**src/rtl/pio_pkg.sv**
```systemverilog
package pio_pkg;
  localparam int PIO_MAX = 32;
  localparam int PIO_ADDR_W = 4;

  typedef enum logic [1:0] {TRIG_RISE, TRIG_FALL, TRIG_BOTH, TRIG_LEVEL} trig_e;
  typedef enum logic [1:0] {SEL_DATA, SEL_DIR, SEL_MASK, SEL_CAP} sel_e;

  typedef struct packed {
    logic wrData;
    logic wrDir;
    logic wrMask;
    logic wrCap;
    logic rdEn;
    logic rdHit;
    sel_e rdSel;
  } strobe_t;
endpackage

```
**src/rtl/pio_ctrl.sv**
```systemverilog
module pio_ctrl
  import pio_pkg::*;
(
  input  logic [PIO_ADDR_W-1:0] busAddr,
  input  logic                  busWe,
  input  logic                  busRe,
  output strobe_t               strb
);
  logic aligned;
  sel_e sel;

  always_comb begin
    aligned     = (busAddr[1:0] == 2'b00);
    sel         = sel_e'(busAddr[3:2]);
    strb.wrData = busWe && aligned && (sel == SEL_DATA);
    strb.wrDir  = busWe && aligned && (sel == SEL_DIR);
    strb.wrMask = busWe && aligned && (sel == SEL_MASK);
    strb.wrCap  = busWe && aligned && (sel == SEL_CAP);
    strb.rdEn   = busRe;
    strb.rdHit  = aligned;
    strb.rdSel  = sel;
  end
endmodule

```
**src/rtl/pio_datapath.sv**
```systemverilog
module pio_datapath
  import pio_pkg::*;
#(
  parameter int    NPIN = 32,
  parameter trig_e TRIG = TRIG_BOTH
) (
  input  logic               clk,
  input  logic               rstN,
  input  strobe_t            strb,
  input  logic [PIO_MAX-1:0] wdata,
  input  logic [PIO_MAX-1:0] pinIn,
  output logic [PIO_MAX-1:0] rdata,
  output logic [PIO_MAX-1:0] pinOut,
  output logic [PIO_MAX-1:0] pinOe,
  output logic               irq
);
  localparam logic [PIO_MAX-1:0] LIVE = PIO_MAX'((64'd1 << NPIN) - 64'd1);
  localparam bit IS_LEVEL = (TRIG == TRIG_LEVEL);

  logic [PIO_MAX-1:0] outReg, dirReg, maskReg, capReg;
  logic [PIO_MAX-1:0] syncA, syncB;
  logic [PIO_MAX-1:0] edgeEvt, level, wLive, rdMux;

  assign wLive = wdata & LIVE;

  // two-stage input synchronizer, dead bits held at zero
  always_ff @(posedge clk or negedge rstN) begin
    if (!rstN) begin
      syncA <= '0;
      syncB <= '0;
    end else begin
      syncA <= pinIn & LIVE;
      syncB <= syncA;
    end
  end

  always_ff @(posedge clk or negedge rstN) begin
    if (!rstN) begin
      outReg  <= '0;
      dirReg  <= '0;
      maskReg <= '0;
    end else begin
      if (strb.wrData) outReg  <= wLive;
      if (strb.wrDir)  dirReg  <= wLive;
      if (strb.wrMask) maskReg <= wLive;
    end
  end

  assign level = (dirReg & outReg) | (~dirReg & syncB);

  generate
    if (IS_LEVEL) begin : g_level
      assign edgeEvt = '0;
      assign capReg  = '0;
      assign irq     = |(level & maskReg);
    end else begin : g_edge
      logic [PIO_MAX-1:0] prevB, clrBits;
      if (TRIG == TRIG_RISE) begin : g_rise
        assign edgeEvt = syncB & ~prevB;
      end else if (TRIG == TRIG_FALL) begin : g_fall
        assign edgeEvt = ~syncB & prevB;
      end else begin : g_both
        assign edgeEvt = syncB ^ prevB;
      end
      assign clrBits = strb.wrCap ? wLive : '0;
      always_ff @(posedge clk or negedge rstN) begin
        if (!rstN) begin
          prevB  <= '0;
          capReg <= '0;
        end else begin
          prevB  <= syncB;
          // new edge wins over a same-cycle clear
          capReg <= (capReg & ~clrBits) | edgeEvt;
        end
      end
      assign irq = |(capReg & maskReg);
    end
  endgenerate

  always_comb begin
    unique case (strb.rdSel)
      SEL_DATA: rdMux = level;
      SEL_DIR:  rdMux = dirReg;
      SEL_MASK: rdMux = maskReg;
      default:  rdMux = capReg;
    endcase
  end

  always_ff @(posedge clk or negedge rstN) begin
    if (!rstN)          rdata <= '0;
    else if (strb.rdEn) rdata <= strb.rdHit ? rdMux : '0;
  end

  assign pinOut = outReg;
  assign pinOe  = dirReg;
endmodule

```
**src/rtl/pio_edge_bank.sv**
```systemverilog
module pio_edge_bank
  import pio_pkg::*;
#(
  parameter int    PIN_REQ = 32,
  parameter trig_e TRIG    = TRIG_BOTH
) (
  input  logic                  clk,
  input  logic                  rstN,
  input  logic [PIO_ADDR_W-1:0] busAddr,
  input  logic                  busWe,
  input  logic [PIO_MAX-1:0]    busWdata,
  input  logic                  busRe,
  output logic [PIO_MAX-1:0]    busRdata,
  input  logic [PIO_MAX-1:0]    pinIn,
  output logic [PIO_MAX-1:0]    pinOut,
  output logic [PIO_MAX-1:0]    pinOe,
  output logic                  irq
);
  localparam int NPIN = (PIN_REQ > PIO_MAX) ? PIO_MAX : PIN_REQ;

  strobe_t strb;

  pio_ctrl ctrl_i (
    .busAddr(busAddr),
    .busWe  (busWe),
    .busRe  (busRe),
    .strb   (strb)
  );

  pio_datapath #(.NPIN(NPIN), .TRIG(TRIG)) dp_i (
    .clk   (clk),
    .rstN  (rstN),
    .strb  (strb),
    .wdata (busWdata),
    .pinIn (pinIn),
    .rdata (busRdata),
    .pinOut(pinOut),
    .pinOe (pinOe),
    .irq   (irq)
  );
endmodule

```
**config.mk**
```make
export PLATFORM = sky130hd
export DESIGN_NAME = pio_edge_bank
export DESIGN_NICKNAME = d
export VERILOG_FILES = /design/src/rtl/pio_pkg.sv /design/src/rtl/pio_ctrl.sv /design/src/rtl/pio_datapath.sv /design/src/rtl/pio_edge_bank.sv
export SDC_FILE = /design/constraint.sdc
export NUM_CORES = 1
export LEC_CHECK = 0
export BUFFER_PORTS_ARGS = -buffer_cell sky130_fd_sc_hd__buf_2
export CELL_PAD_IN_SITES_DETAIL_PLACEMENT = 0
export CELL_PAD_IN_SITES_GLOBAL_PLACEMENT = 1
export CORE_MARGIN = 4
export CORE_UTILIZATION = 28
export DETAILED_ROUTE_END_ITERATION = 8
export PLACE_DENSITY = 0.63
export SLEW_MARGIN = 20
export SYNTH_ARGS = -nofsm -noshare
export SYNTH_HDL_FRONTEND = slang
export SYNTH_SLANG_ARGS = --single-unit
```
**constraint.sdc**
```tcl
create_clock -name clk -period 4.33 [get_ports clk]
set_input_delay 1.0825 -clock clk [delete_from_list [all_inputs] [get_ports clk]]
set_output_delay 1.0825 -clock clk [all_outputs]
set_load 0.1 [all_outputs]
```
# Yosys cells after proc, flatten, opt, wreduce, memory -nomap -nowiden
# Cells that the tools add are included.
word_totals:
  output_inout_bits: 97
  reg_bits: 256
  in_bits: 72
  latchBits: 0
  memories: 0
  rom_bits: 0
  mem_bits_rw: 0
classes:
  n_lt_le_gt_ge: 0
  n_eq_ne: 3
  bitwise_logic: 9
  n_reduce_logical: 8
  multipliers: 0
  div_mod_pow: 0
  n_mux: 3
  shift: 0
  add_sub_neg: 0
ops:
  columns: ["op", "count"]
  rows:
  - ["$and 32x32->32", 4]
  - ["$pmux 32 s3", 1]
  - ["$mux 32", 2]
  - ["$not 32->32", 2]
  - ["$or 32x32->32", 2]
  - ["$reduce_or 32->1", 1]
  - ["$xor 32x32->32", 1]
  - ["$logic_and 1x1->1", 5]
  - ["$eq 2x2->1 const B", 2]
  - ["$logic_not 2->1", 2]
  - ["$eq 2x1->1 const B", 1]

# Depth between registers and ports, before layout
# Gate-level depths: netlist of run 1.
depth:
  ltp_word: 7
  depth_mapped: 7
  ltp_nobuf: 3

# Modules after synthesis
# Synthesis of run 1 repeated with hierarchy kept, for this count alone.
hier_totals:
  hier_cells: 778
  area_unflattened_um2: 10152.2
by_module_without_submodules:
  columns: ["module", "seq_area_each_um2", "cells_each", "area_per_inst_um2", "instances"]
  rows:
  - ["pio_datapath", 6406.1, 769, 10057.1, 1]
  - ["pio_ctrl", 0.0, 9, 95.1, 1]

# Worst setup path before layout of run 1
# OpenSTA, ideal clock, no wires.
synth_timing:
  kind: "reg-to-output"
  startpoint: "register dp_i.maskReg[25]"
  endpoint: "output irq"
  arrival_time_ps: 1591
  slack_ps: 1657
  n_path_buf: 0
  stages_incl_launch_ff: 4
  required_ps: 3248
  cell_sequence: "dfrtp_1 -> a22oi_1 -> nand4_1 -> or4_1"
synth_between:
  elab_chain_cells: 2
synth_rtl:
  columns: ["element", "line_no", "text"]
  rows:
  - ["from (decl)", "pio_datapath.sv:20", "logic [PIO_MAX-1:0] outReg, dirReg, maskReg, capReg;"]
  - ["from (signal assigned)", "pio_datapath.sv:45", "if (strb.wrMask) maskReg <= wLive;"]
  - ["$and 32x32->32", "pio_datapath.sv:76", "assign irq = |(capReg & maskReg);"]
  - ["$reduce_or 32->1", "pio_datapath.sv:76", null]
  - ["to (decl)", "pio_edge_bank.sv:17", "output logic irq"]
# Every way passes these cells.

# Worst setup path in the final report of run 1
layout_timing:
  startpoint: "register dp_i.capReg[28]"
  endpoint: "output irq"
layout_between:
  elab_chain_cells: 2
layout_rtl:
  columns: ["element", "line_no", "text"]
  rows:
  - ["from (decl)", "pio_datapath.sv:20", null]
  - ["from (signal assigned)", "pio_datapath.sv:73", "capReg <= (capReg & ~clrBits) | edgeEvt;"]
  - ["$and 32x32->32", "pio_datapath.sv:76", null]
  - ["$reduce_or 32->1", "pio_datapath.sv:76", null]
# Every way passes these cells.

==> results of run 1 <==
[sequential cells by signal, summed over array words and instances, names as in the netlist]
signal / flops
dp_i.pinOe: 32
dp_i.syncB: 32
dp_i.g_edge.prevB: 32
dp_i.syncA: 32
dp_i.pinOut: 32
dp_i.maskReg: 32
dp_i.capReg: 32
dp_i.rdata: 32
[area by class of cell]
type / count / area share
Clock buffer: 37 / 0.0630
Clock inverter: 17 / 0.0200
Inverter: 32 / 0.00940
Multi-Input combinational cell: 475 / 0.284
Sequential cell: 256 / 0.501
Tap cell: 468 / 0.0458
Timing Repair Buffer: 182 / 0.0772
[routing by layer]
metal / up-vias / GRT usage
met2: 156 / 0.219
met5: - / 0
met1: 3506 / 0.217
met4: 0 / 0.0238
met3: 34 / 0.0275
li1: 3188 / -
[how the worst max path moves through the flow]
stage                                       from                    endpoint  depth (start not counted)
floorplan           dp_i.maskReg[25]$_DFFE_PN0P_                         irq                          3
global placement                      busAddr[0]  dp_i.pinOe[27]$_DFFE_PN0P_                          6
global route           dp_i.capReg[28]$_DFF_PN0_                         irq                          4
detailed placement                    busAddr[0]  dp_i.pinOe[26]$_DFFE_PN0P_                          6
finish                 dp_i.capReg[28]$_DFF_PN0_                         irq                          4
CTS                    dp_i.capReg[28]$_DFF_PN0_                         irq                          4
[where the power goes]
part / leakage [nW] / total [mW] / switching [mW] / internal, mW
logic: 2.12 / 2.04 / 1.58 / 0.461
clock network: 0.507 / 2.69 / 1.02 / 1.68
registers: 3.01 / 2.95 / 0.274 / 2.67
total: 5.64 / 7.67 / 2.87 / 4.81
[through the flow]
step / hold WS, ps / util
floorplan: 331 / -
finish: 343 / 0.349
detailed placement: 335 / 0.320
global placement: 333 / 0.320
global route: 351 / 0.349
CTS: 348 / 0.349
[synth_stat cells]
cell and n:
mux2_1 19, inv_1 32, nor2b_1 1, o22ai_2 6, xnor2_1 32, o22ai_1 26, clkbuf_1 17, buf_2 14
nand4bb_1 1, or3b_1 1, nor2_2 1, nand4_1 4, o21ai_0 32, buf_1 4, dfrtp_1 256, nand2_1 65
mux2_2 77, or4_1 1, a21oi_1 32, a22oi_1 16, nor4b_2 1, buf_4 8, or3b_2 32, a211o_1 32
nand2b_1 32, nor3_1 32, mux2i_1 32, buf_6 3
[cell families after synthesis]
logic type,after synthesis
flops,256
simple gates,171
compound gates,144
mux,128
buf+inv,78
xor+xnor,32
==> metrics, run 1 <==
status complete, no violations; GP Congestion 0.763; starting DRC count in detailed routing 354; Worst Max-Slew Pin Slew 864 ps; CP startpoint kind flop; Reg2Reg Launch Point dp_i.pinOe[4]$_DFFE_PN0P_; final period utilization 0.782; Synth Area in Simple Gates 0.0930; Synthesis Warnings 0; Hold Buf Count CTS 0; top-area cell type share of the netlist area 0.618; pre-CTS setup slack 1260 ps; routed wl met3 roughly 1.4 mm; Nets 1,048; initial antenna violation count 0; worst path cell trace a22oi_1 > nand4_1 > or4_1 > buf_2; CTS buffer count 29; Avg WL per Cell 20.1 um; CTS Root Cell clkbuf_16; Met2 Wirelength 13.0 mm; final cell count without fillers 1,467; Syn Inst Count 809; top post-synthesis cells by area dfrtp_1, mux2_2, mux2i_1, a211o_1, or3b_2; n_diodes 0; # H-tree levels 1; kind of critical path reg -> out; reg-to-reg slack, setup 2980 ps; design area 0.0128 mm2; Highest Clock Rate approximately 300 MHz; TNS Setup 0 ps; port bufs 168; most frequent cells in the layout dfrtp_1, buf_2, mux2_2; synthesis-to-finish area growth 23.2%; Final setup violation count 0; grt ovf 0; FF+latch area 0.00641 mm2; #FFs+latches synth 256; largest family of logic cells by synthesized area multiplexers; Reg clk slew, reported paths 60 ps; starting density of the core 0.283; Critical Path Sink Type output pin; RSZ-0062 raised after global routing no; WHS Endpoint dp_i.syncB[13]$_DFF_PN0_; multi-input combinational cell area 0.00362 mm2; top routing layer used met4; DR pass1 iterations 4; commonest non-fill, non-tap cell in the layout dfrtp_1; Slowest Stage Delay on Critical Path 540 ps; Hold Startpoint dp_i.syncA[13]$_DFF_PN0_; Clock Path Buffers 3; wirelength, routed between 20 and 30 mm; crit path max-delay cell type or4_1; cell area after placement 0.0117 mm2; die width around 200 um; Setup WS post-layout 944 ps; CTS sink cnt between 200 and 300; CP arrival 2300 ps; Worst EP required 3250 ps; Compound-Gate Fraction of Synth Area 0.0924; Mapped Nets 881; die height 200 um; core area 0.0366 mm2; worst min path class reg -> reg; full die area 0.0402 mm2; Synth cell types 28; Worst slew margin 0.424; Mean Syn Cell Area around 13 um2; register area share after synthesis 0.618; PwrDens 600 mW/mm2; gr usage total 0.143; Setup Buffers After CTS 0; Skew-Pair Late Insertion Delay 540 ps; R2R Path End dp_i.rdata[4]$_DFFE_PN0P_; area leader, netlist dfrtp_1; first-pass GRT wire length 45.8 mm; drt drc 0; CTS tree done; Buffers & Inverters on Critical Path 1; clk_skew 8.23 ps; vias in the first global route 7,263; Post-Syn Area 0.0104 mm2; LEAKAGE 5.64 nW; WHS Path Cells 0; share of layout cells above drive strength 1 0.354; Max IR drop VDD about 350 uV; CP Max Fanout 3; total power 7.67 mW; vias post-DR 6,884; mux contribution to synthesized area 0.135; pin count of the biggest net entering global routing 96; Detail Route Antenna Nets 0; standard-cell row count 70; Ports 169; Final Slew Violations 0; wl on met1 14.7 mm; placed cell count around 1,400; post-route minimum period 3390 ps; Crit path max-delay family simple AND/OR/NAND/NOR gates; Post-Synth XOR/XNOR Area 0.0270; fill count around 3,700; cts repair resizes 0; Post-Synth Adder-Cell Area 0; Register-to-Register Path Depth 3; final hold vios 0; max_cap viols 0; vias per cell 4.69; DP HPWL between 15 and 20 mm
No activity file was read; power rests on OpenSTA's default activity.
==> inputs of run 2 (changes only) <==
--- a/config.mk
+++ b/config.mk
@@ -5,13 +5,14 @@
 export SDC_FILE = /design/constraint.sdc
 export NUM_CORES = 1
 export LEC_CHECK = 0
+export ABC_AREA = 1
 export BUFFER_PORTS_ARGS = -buffer_cell sky130_fd_sc_hd__buf_2
 export CELL_PAD_IN_SITES_DETAIL_PLACEMENT = 0
 export CELL_PAD_IN_SITES_GLOBAL_PLACEMENT = 1
 export CORE_MARGIN = 4
 export CORE_UTILIZATION = 28
 export DETAILED_ROUTE_END_ITERATION = 8
-export PLACE_DENSITY = 0.63
+export PLACE_DENSITY = 0.68
 export SLEW_MARGIN = 20
 export SYNTH_ARGS = -nofsm -noshare
 export SYNTH_HDL_FRONTEND = slang
==> constraint.sdc (replaced) <==
create_clock -name clk -period 2.85 [get_ports clk]
set_input_delay 0.7125 -clock clk [delete_from_list [all_inputs] [get_ports clk]]
set_output_delay 0.7125 -clock clk [all_outputs]
set_load 0.1 [all_outputs]
==> run 2 against run 1 <==
Register-to-register slack worse by 1100 ps; clock-buffer cell count increased by 8; worst hold slack worse by 220 ps; utilization increased by 0.62 points; non-clock buffer count is 8 higher; setup slack lost 690 ps; clock skew is 3.6 ps higher; synthesized area decreased by 1.9%; clock power grew 48%.
==> metrics, run 2 <==
DR pass1 iterations 4 (unchanged); vias post-DR 7,767 (+13%); Reg clk slew, reported paths 60 ps (about the same); GP Congestion 0.747 (-2.1%); largest family of logic cells by synthesized area simple AND/OR/NAND/NOR gates; max_cap viols 0 (unchanged); Setup Buffers After CTS 0 (unchanged); standard-cell row count 69 (-1.4%); top-area cell type share of the netlist area 0.629 (+0.0118); first-pass GRT wire length 44.9 mm (-1.8%); Max IR drop VDD 476 uV (+35%); status complete, no violations; # H-tree levels 1 (unchanged); synthesis-to-finish area growth 24.8%; Avg WL per Cell 15.9 um (-21%); fill count 3,758 (+2.5%); Reg2Reg Launch Point dp_i.pinOe[24]$_DFFE_PN0P_; Worst EP required 2140 ps (-1110 ps); Post-Synth XOR/XNOR Area 0.0275 (+0.000518); Synthesis Warnings 0 (unchanged); port bufs 168 (unchanged); Worst slew margin 0.452 (+0.0280); drt drc 0 (unchanged); Hold Buf Count CTS 0 (unchanged); DP HPWL 19.1 mm (-1.6%); gr usage total 0.144 (+0.000329); most frequent cells in the layout nand2_1, dfrtp_1, buf_2; full die area 0.0395 mm2 (-1.8%); Post-synth ARST share 1.00 (unchanged); Clock Path Buffers 3 (unchanged); Skew-Pair Late Insertion Delay 550 ps (about the same); reg-to-reg slack, setup 1900 ps (-1080 ps); PwrDens 879 mW/mm2 (+46%); post-route minimum period 2600 ps; LEAKAGE 6.43 nW (+14%); cell area after placement 0.0116 mm2 (-0.66%); Critical Path Sink Type output pin; Highest Clock Rate 385 MHz; worst min path class in -> async; Synth cell types 16 (-43%); Ports 169 (unchanged); R2R Path End dp_i.rdata[24]$_DFFE_PN0P_; core area 0.0357 mm2 (-2.4%); Most used DFF post-synth dfrtp_1; share of layout cells above drive strength 1 0.190 (-0.164); Post-Syn Area 0.0102 mm2 (-1.9%); CTS buffer count 30 (+3.4%); die height 199 um (-0.91%); design area 0.0127 mm2 (-0.64%); synth cell count leaders nand2_1, dfrtp_1, o21ai_0; Mean Syn Cell Area 9.04 um2 (-30%); #FFs+latches synth 256 (unchanged); die width 199 um (-0.91%); Detail Route Antenna Nets 0 (unchanged); final period utilization 0.911; wirelength, routed 28.4 mm (-3.9%); Final Slew Violations 0 (unchanged); clk_skew 11.8 ps (+3.60 ps); Mapped Nets 1,198 (+36%); vias per cell 4.34 (-7.5%); CTS tree done; CTS sink cnt 256 (unchanged); final hold vios 0 (unchanged); RSZ-0062 raised after global routing no; Post-Synth Adder-Cell Area 0 (unchanged); TNS Setup 0 ps (unchanged); vias in the first global route 7,843 (+8.0%); CP startpoint kind flop; starting density of the core 0.285 (+0.00142); Synth Area in Simple Gates 0.197 (+0.104); initial antenna violation count 1 (+1); Post-synth EDFFs 0 (unchanged); top post-synthesis cells by area dfrtp_1, nand2_1, o21ai_0, inv_1, xnor2_1; final hold slack 121 ps (-222 ps); starting DRC count in detailed routing 428 (+21%); CP Max Fanout 3 (unchanged); Syn Inst Count 1,126 (+39%); grt ovf 0 (unchanged); CP arrival 1880 ps (-420 ps); register area share after synthesis 0.629 (+0.0118); most numerous cell in the Yosys netlist nand2_1; pin count of the biggest net entering global routing 71 (-26%); Register-to-Register Path Depth 6 (+3); kind of critical path reg -> out; Final setup violation count 0 (unchanged); mux contribution to synthesized area 0 (-0.135); cts repair resizes 0 (unchanged); Compound-Gate Fraction of Synth Area 0.0868 (-0.00560); Nets 1,377 (+31%); Worst Max-Slew Pin Slew 819 ps (-45.0 ps); area leader, netlist dfrtp_1; CTS Root Cell clkbuf_16; commonest non-fill, non-tap cell in the layout nand2_1
run 2: cell types whose count changed after synthesis, sizes merged, moves of 32 or more:
cell,before,now
nand2,65,393
o21ai,32,163
mux2,96,0
inv,32,111
nor2,1,77
nand3,0,42
or3b,33,0
a211o,32,0
a21oi,32,0
mux2i,32,0
nand2b,32,0
nor3,32,0
o22ai,32,0
run 2: cells by family after synthesis:
family / Yosys count
buffers and inverters: 154
AOI/OAI and AO/OA: 172
xor gates and xnor gates: 32
and+or+nand+nor: 512
DFF: 256
run 2: cell type report:
cell class	count	area, um2	share of cell area
antenna	1	2.50	0.000197
clock inverter	9	135	0.0106
multi-input combinational	716	3180	0.251
sequential	256	6410	0.504
inverter	111	417	0.0328
timing repair buffer	190	1070	0.0839
clock buffer	45	917	0.0722
tap	461	577	0.0454
run 2: metal layers:
metal	up-vias	GRT usage	routed length, um
li1	3872	-	-
met5	-	0	0
met2	164	0.229	12900
met3	39	0.0283	1520
met4	0	0.0322	606
met1	3692	0.205	13300
run 2: metrics by stage:
| stage | std cells | setup slack (ps) | util | power (mW) |
|---|---|---|---|---|
| global route | 1789 | 73.1 | 0.355 | 11.7 |
| finish | 1789 | 253 | 0.355 | 11.2 |
| floorplan | 1126 | 903 | - | 6.60 |
| CTS | 1788 | 108 | 0.355 | 11.3 |
| detailed placement | 1734 | 547 | 0.326 | 7.29 |
| global placement | 1734 | 560 | 0.326 | 7.26 |
run 2: worst max-delay path: stages, from the launching register on:
cell and delay (ps):
dfrtp_1 390, nand2_1 90, nand2_1 80, nor2_1 110, nand2_1 110, nor2_2 190
nand2_1 70, buf_2 300
run 2: worst max path at each step:
stage          cells after the start                   endpoint                    startpoint
5_1_grt                            7                        irq  dp_i.maskReg[31]$_DFFE_PN0P_
3_5_place_dp                       7  dp_i.capReg[11]$_DFF_PN0_                    busAddr[1]
2_1_floorplan                      6                        irq  dp_i.maskReg[27]$_DFFE_PN0P_
6_report                           7                        irq  dp_i.maskReg[24]$_DFFE_PN0P_
4_1_cts                            7                        irq  dp_i.maskReg[31]$_DFFE_PN0P_
3_3_place_gp                       7  dp_i.capReg[17]$_DFF_PN0_                    busAddr[0]
run 2: report_power, final:
group | total (mW) | internal (mW) | switching (mW)
Combinational | 2.83 | 0.521 | 2.31
Clock | 3.98 | 2.48 | 1.50
Sequential | 4.36 | 4.02 | 0.334
Total | 11.2 | 7.02 | 4.15
